File: src/rtl/busconn_pkg.sv
package busconn_pkg;
   typedef struct packed {
      logic sel_done;
      logic tgt_resp;
      logic arb_won;
      logic drop;
   } conn_ev_t;

   function automatic logic any_set(conn_ev_t e);
      return e.sel_done | e.tgt_resp | e.arb_won;
   endfunction
endpackage

File: src/rtl/conn_flag_tracker.sv
module conn_flag_tracker
   import busconn_pkg::*;
(
   input  logic     clk,
   input  logic     rst_n,
   input  conn_ev_t ev,
   output logic     conn_o
);
   logic set_req;
   logic conn_q;

   assign set_req = any_set(ev);

   always_ff @(posedge clk or negedge rst_n) begin
      if (!rst_n)          conn_q <= 1'b0;
      else if (ev.drop)    conn_q <= 1'b0;
      else if (set_req)    conn_q <= 1'b1;
   end

   assign conn_o = conn_q;

   // any set event without a drop raises the flag
   assert_set_event_R2: assert property (@(posedge clk) disable iff (!rst_n)
      (set_req && !ev.drop) |=> conn_o);
   // drop clears, even against a simultaneous set
   assert_drop_clears_R5: assert property (@(posedge clk) disable iff (!rst_n)
      ev.drop |=> !conn_o);
   // quiet cycles hold the flag
   assert_hold_quiet_R5: assert property (@(posedge clk) disable iff (!rst_n)
      (!set_req && !ev.drop) |=> $stable(conn_o));
endmodule

File: src/rtl/led_qualifier.sv
module led_qualifier #(
   parameter int CTRL_W    = 8,
   parameter int LED_BIT   = 5,
   parameter int FETCH_BIT = 6
) (
   input  logic [CTRL_W-1:0] gpctl,
   input  logic              autodl_busy,
   output logic              led_mode_o
);
   initial begin
      assert (LED_BIT < CTRL_W && FETCH_BIT < CTRL_W && LED_BIT != FETCH_BIT)
         else $fatal(1, "led_qualifier: control bit positions out of range");
   end

   always_comb begin
      led_mode_o = gpctl[LED_BIT] & ~gpctl[FETCH_BIT] & ~autodl_busy;
   end
endmodule

File: src/rtl/gpio_pad_mux.sv
module gpio_pad_mux #(
   parameter int GPIO_W         = 5,
   parameter bit LED_ACTIVE_LOW = 1'b0,
   parameter bit PAD_REG        = 1'b1
) (
   input  logic              clk,
   input  logic              rst_n,
   input  logic              led_mode,
   input  logic              conn,
   input  logic [GPIO_W-1:0] gpio_dout,
   input  logic [GPIO_W-1:0] gpio_dir,
   output logic [GPIO_W-1:0] pad_out,
   output logic [GPIO_W-1:0] pad_oe
);
   localparam int UPPER = GPIO_W - 1;

   initial begin
      assert (GPIO_W >= 1) else $fatal(1, "gpio_pad_mux: GPIO_W must be at least 1");
   end

   logic              led_level;
   logic [GPIO_W-1:0] nxt_out;
   logic [GPIO_W-1:0] nxt_oe;

   generate
      if (LED_ACTIVE_LOW) begin : g_led_lo
         assign led_level = ~conn;
      end else begin : g_led_hi
         assign led_level = conn;
      end
   endgenerate

   always_comb begin
      nxt_out = gpio_dout;
      nxt_oe  = gpio_dir;
      if (led_mode) begin
         nxt_out[0] = led_level;
         nxt_oe[0]  = 1'b1;
      end
   end

   generate
      if (PAD_REG) begin : g_reg
         always_ff @(posedge clk or negedge rst_n) begin
            if (!rst_n) begin
               pad_out <= '0;
               pad_oe  <= '0;
            end else begin
               pad_out <= nxt_out;
               pad_oe  <= nxt_oe;
            end
         end

         // qualified LED mode shows the flag one edge later
         assert_led_follows_R7: assert property (@(posedge clk) disable iff (!rst_n)
            led_mode |=> (pad_oe[0] && (pad_out[0] == (LED_ACTIVE_LOW ? ~$past(conn) : $past(conn)))));
         // unqualified pin 0 is plain GPIO
         assert_gpio_fallback_R8: assert property (@(posedge clk) disable iff (!rst_n)
            !led_mode |=> (pad_out[0] == $past(gpio_dout[0]) && pad_oe[0] == $past(gpio_dir[0])));
         if (UPPER > 0) begin : g_upper_chk
            // upper pins ignore LED mode
            assert_upper_pins_R9: assert property (@(posedge clk) disable iff (!rst_n)
               1'b1 |=> (pad_out[GPIO_W-1:1] == $past(gpio_dout[GPIO_W-1:1])
                         && pad_oe[GPIO_W-1:1] == $past(gpio_dir[GPIO_W-1:1])));
         end
      end else begin : g_comb
         assign pad_out = nxt_out;
         assign pad_oe  = nxt_oe;
      end
   endgenerate
endmodule

File: src/rtl/busconn_led.sv
module busconn_led
   import busconn_pkg::*;
#(
   parameter int CTRL_W         = 8,
   parameter int LED_BIT        = 5,
   parameter int FETCH_BIT      = 6,
   parameter int STAT_W         = 8,
   parameter int CONN_BIT       = 3,
   parameter int GPIO_W         = 5,
   parameter bit LED_ACTIVE_LOW = 1'b0,
   parameter bit PAD_REG        = 1'b1
) (
   input  logic              clk,
   input  logic              rst_n,
   input  logic              ev_sel_done,
   input  logic              ev_tgt_resp,
   input  logic              ev_arb_won,
   input  logic              ev_drop,
   input  logic [CTRL_W-1:0] gpctl,
   input  logic              autodl_busy,
   input  logic [GPIO_W-1:0] gpio_dout,
   input  logic [GPIO_W-1:0] gpio_dir,
   input  logic              stat_wr_en,
   input  logic [STAT_W-1:0] stat_wr_data,
   output logic              conn,
   output logic [STAT_W-1:0] stat_q,
   output logic [GPIO_W-1:0] pad_out,
   output logic [GPIO_W-1:0] pad_oe
);
   initial begin
      assert (CONN_BIT < STAT_W) else $fatal(1, "busconn_led: CONN_BIT outside status width");
   end

   conn_ev_t ev;
   logic     led_mode;

   assign ev = '{sel_done: ev_sel_done, tgt_resp: ev_tgt_resp,
                 arb_won:  ev_arb_won,  drop:     ev_drop};

   conn_flag_tracker u_flag (
      .clk    (clk),
      .rst_n  (rst_n),
      .ev     (ev),
      .conn_o (conn)
   );

   led_qualifier #(
      .CTRL_W    (CTRL_W),
      .LED_BIT   (LED_BIT),
      .FETCH_BIT (FETCH_BIT)
   ) u_qual (
      .gpctl       (gpctl),
      .autodl_busy (autodl_busy),
      .led_mode_o  (led_mode)
   );

   gpio_pad_mux #(
      .GPIO_W         (GPIO_W),
      .LED_ACTIVE_LOW (LED_ACTIVE_LOW),
      .PAD_REG        (PAD_REG)
   ) u_pad (
      .clk       (clk),
      .rst_n     (rst_n),
      .led_mode  (led_mode),
      .conn      (conn),
      .gpio_dout (gpio_dout),
      .gpio_dir  (gpio_dir),
      .pad_out   (pad_out),
      .pad_oe    (pad_oe)
   );

   always_comb begin
      stat_q           = '0;
      stat_q[CONN_BIT] = conn;
   end

   // a software write with no bus event leaves the flag alone
   assert_write_ignored_R6: assert property (@(posedge clk) disable iff (!rst_n)
      (stat_wr_en && (stat_wr_data != '0 || stat_wr_data == '0) && !ev_drop
       && !ev_sel_done && !ev_tgt_resp && !ev_arb_won) |=> $stable(stat_q));
endmodule

File: config.mk
export PLATFORM = sky130hd
export DESIGN_NAME = busconn_led
export DESIGN_NICKNAME = d
export VERILOG_FILES = /design/src/rtl/busconn_pkg.sv /design/src/rtl/conn_flag_tracker.sv /design/src/rtl/led_qualifier.sv /design/src/rtl/gpio_pad_mux.sv /design/src/rtl/busconn_led.sv
export SDC_FILE = /design/constraint.sdc
export NUM_CORES = 1
export LEC_CHECK = 0
export CORE_MARGIN = 2
export CORE_UTILIZATION = 21
export DETAILED_ROUTE_END_ITERATION = 6
export HOLD_SLACK_MARGIN = 0.03
export PLACE_DENSITY_LB_ADDON = 0.2
export SLEW_MARGIN = 20
export SYNTH_ARGS = -nofsm -noshare
export SYNTH_HDL_FRONTEND = slang
export SYNTH_HIERARCHICAL = 1
export SYNTH_SLANG_ARGS = --single-unit
File: constraint.sdc
create_clock -name clk -period 0.8 [get_ports clk]
set_clock_uncertainty 0.05 [all_clocks]
set_input_delay 0.16 -clock clk [delete_from_list [all_inputs] [get_ports clk]]
set_output_delay 0.16 -clock clk [all_outputs]
set_load 0.01 [all_outputs]
# After elaboration in Yosys (flattened, before gate mapping)
# Index checks and enable logic that the tools add are counted.
[totals] reg_bits=11 output_inout_bits=19 elab_cells=14
[op_classes] mux=4 bitwise=6 reduce_logical=1
[ops] cell="$mux 1" n=4
[ops] cell="$and 1x1->1" n=2
[ops] cell="$not 1->1" n=2
[ops] cell="$or 1x1->1" n=2
[ops] cell="$reduce_bool 2->1" n=1

# Depth between registers and ports, before layout
[depth] depth_word=4 ltp_mapped=2 mapped_depth_nobuf=2

# By module
# Netlist, hierarchy kept.
[modules_own_cells] module="gpio_pad_mux" instances=1 cells_each=12 area_per_inst_um2=271.5 seq_area_each_um2=250.2
[modules_own_cells] module="busconn_led" instances=1 cells_each=9 area_per_inst_um2=63.8 seq_area_each_um2=0.0
[modules_own_cells] module="conn_flag_tracker" instances=1 cells_each=3 area_per_inst_um2=35.0 seq_area_each_um2=25.0
[modules_own_cells] module="led_qualifier" instances=1 cells_each=1 area_per_inst_um2=12.5 seq_area_each_um2=0.0

# Worst setup path before layout
# OpenSTA, ideal clock, no wires.
[synth_timing] kind="reg2reg" from="reg, netlist name u_flag/conn_o" to="reg u_flag.conn_q, in the netlist u_flag/conn_o" t_arrival_ns=0.684 required_ns=0.625 path_slack_ns=-0.060 path_stages_with_launch=3 path_cell_list="dfrtp_1 > nor4_1 > nor2_1"
[synth_lines] element="end signal, assigned" line_no="conn_flag_tracker.sv:15" rtl="if (!rst_n) conn_q <= 1'b0;"
[synth_lines] element="end signal, assigned" line_no="conn_flag_tracker.sv:16" rtl="else if (ev.drop) conn_q <= 1'b0;"
[synth_lines] element="end signal, assigned" line_no="conn_flag_tracker.sv:17" rtl="else if (set_req) conn_q <= 1'b1;"
[synth_lines] element="end, declared" line_no="conn_flag_tracker.sv:10" rtl="logic conn_q;"

# Worst setup path in the final report
[layout_timing] from="reg u_flag.conn_q, in the netlist u_flag/conn_o" to="out stat_q[3]"
[layout_lines] element="end, declared" line_no="busconn_led.sv:26" rtl="output logic [STAT_W-1:0] stat_q,"
# No word-level cell between the ends.

==> flow_summary.ini <==
[run_status]
status = finished with violations
violations = negative setup slack

[synth]
synth_area_leaders = dfrtp_1 72%, buf_4 16%, mux2_4 3.9%
ys_seq_area_share_pct = 71.9
synth.area.mux_share_pct = 3.92
ys_ff_latch = 11
yosysTopAreaCellShare_pct = 71.9
synthSimpleGateAreaFrac_pct = 7.52
synth_area_um2 = 383
synth_warnings = 6
synthAdderAreaFrac_pct = 0
synth-xor-area-share_pct = 0
synthDistinctLibCells = 8
syn_inst = 25
avgSynthCellArea_um2 = 15.3
synth_top_family_by_area = buffers and inverters
synth_largest_area_cell = dfrtp_1
synth_compound_area_share_pct = 0

[clocking]
clock_path_buffers = 2
cts_tree = yes
htreeDepth = 1
cts_hold_buf = 0
path_clk_slew_ns = 0.07
clk_latency_ns = 0.26
cts.sinks = 11
cts_buffers = 3
clockRootBuffer = clkbuf_4

[global_routing]
grt_usage_pct = 7.74
grt_pass1_vias = 263
antenna_found_initial = 0
overflow = 0
grt_pass1_wl_um = 1050
grt_max_degree = 12
grtUsageMet3_pct = 3.92
grt_use_met1_pct = 7.89
grt_most_used_layer = met2
grtUsageMet2_pct = 11.7

[detailed_routing]
drt-total-wl_um = 777
drt_iter0_drc = 0
firstDrtPassIters = 1
route.detailed.drc = 0
vias = 285
wl_per_cell_um = 9.25
ant_nets = 0
viasPerCell = 3.39

[worst_setup_path]
slowest_stage = dfrtp_1
critPathKind = reg2out
crit_family = flip-flops
crit_buf_inv = 1
cp-end-kind = output port
setup.worst_path.start_class = register
cp.required_ns = 0.59
path_cells = buf_2
crit_path_max_fanout = 3
slowest_delay_ns = 0.39
crit_arrival_ns = 0.79

[layout]
drive_above_1_share_pct = 33.9
fin_nets = 94
area_growth_syn_to_layout_pct = 80.7
diodes = 0

[timing]
period_needed_ns = 1.00
setup_violations = 14
drv_slew = 0
layout_setup_ws_ns = -0.205
rsz0062_at_grt = yes
finalSetupTns_ns = -2.18
hold_viol_final = 0
fmax_ghz = 0.995
post-route-period-util_pct = 126

[floorplanning]
die_height_um = 46.7
die_area_um2 = 2180
io_pins = 53
floorplan.rows = 15
chipWidth_um = 46.7
initial_core_util_pct = 22.2
core_area_um2 = 1730

[power_and_ir_drop]
p_per_area_nw_per_um2 = 1680
irDropWorstVdd_mv = 0.590
total_power_mw = 1.16
leakage_nw = 0.325

[placement]
gp_congestion = 0.548
io_buffers = 30
place_ws_ns = -0.495

[job]
maxCapViolCount = 0

[hold_path]
hold_class = in2async
## power by group
part	internal [mW]	switching (mW)	total, mW
sequential	0.586	0.00898	0.595
combinational	0.128	0.0784	0.206
clock	0.192	0.166	0.359
total	0.906	0.254	1.16
## final cells by class
cell class              count  area (um^2)
multi-input cells          12         82.6
well taps                  25         31.3
fillers                   187         1030
flip-flops and latches     11          275
clock buffers               4         26.3
repair buffers             32          277
## cell usage in the layout, fill, tap and decap left out
| cell type | count |
|---|---|
| buf_2 | 10 |
| clkdlybuf4s50_1 | 15 |
| nor4_2 | 1 |
| conb_1 | 7 |
| dlygate4sd2_1 | 3 |
| buf_4 | 1 |
| mux2_4 | 1 |
| nor3b_4 | 1 |
| dfrtp_1 | 11 |
| or2_1 | 1 |
| clkbuf_4 | 3 |
| clkbuf_1 | 1 |
| nor2_1 | 1 |
| buf_6 | 2 |
| buf_12 | 1 |
## flip-flops by register name, indices dropped and copies added, names as in the netlist
signal	count
u_pad/pad_oe	5
u_flag/conn_o	1
u_pad/pad_out	5
## layer usage
metal  part of all wire (%)  routed length [um]  vias to the layer above
met5                      0                   0                        -
met1                     36                 276                      129
met3                     17                 131                        0
li1                       -                   -                      132
met4                      0                   0                        0
met2                     47                 369                       24
## final timing paths
kind	slack (ns)	depth (start not counted)	from	endpoint
worst max-delay path	-0.20	1	u_flag/conn_o	stat_q[3]
worst min-delay path	0.17	2	rst_n	u_flag/conn_o
worst max register to register	-0.14	2	u_flag/conn_o	u_pad/pad_out[0]
worst min register to register	0.58	3	u_flag/conn_o	u_flag/conn_o
max in group asynchronous	0.43	2	rst_n	u_pad/pad_out[2]
min in group clk	0.29	1	gpio_dir[3]	u_pad/pad_oe[3]
## synth_stat cells
library cell,n
nor3b_2,1
dfrtp_1,11
or2_1,1
nor2_1,1
buf_4,8
conb_1,1
nor4_1,1
mux2_4,1
## repair_timing
item,in CTS,in global routing
pin swaps,1,0
setup endpoints to repair,15,14
setup buffers,0,0
endpoints found under the hold margin,0,0
gates resized for setup,54,1
## per-stage QoR
stage                     utilization, %  hold slack, ns  std cells  area (um^2)
after floorplan                        -          -0.186         31          405
after global placement              40.8           0.443         80          704
after detailed placement            40.8           0.447         80          704
after CTS                           39.7           0.161         84          686
after global routing                40.1           0.163         84          692
final                               40.1           0.167         84          692
## cells by family (layout without fill, tap and decap cells)
group,Yosys count,count (layout)
DFF,11,11
muxes,1,1
other,1,7
buffers and inverters,8,36
and+or+nand+nor,4,4
(Power assumes the default switching activity.)
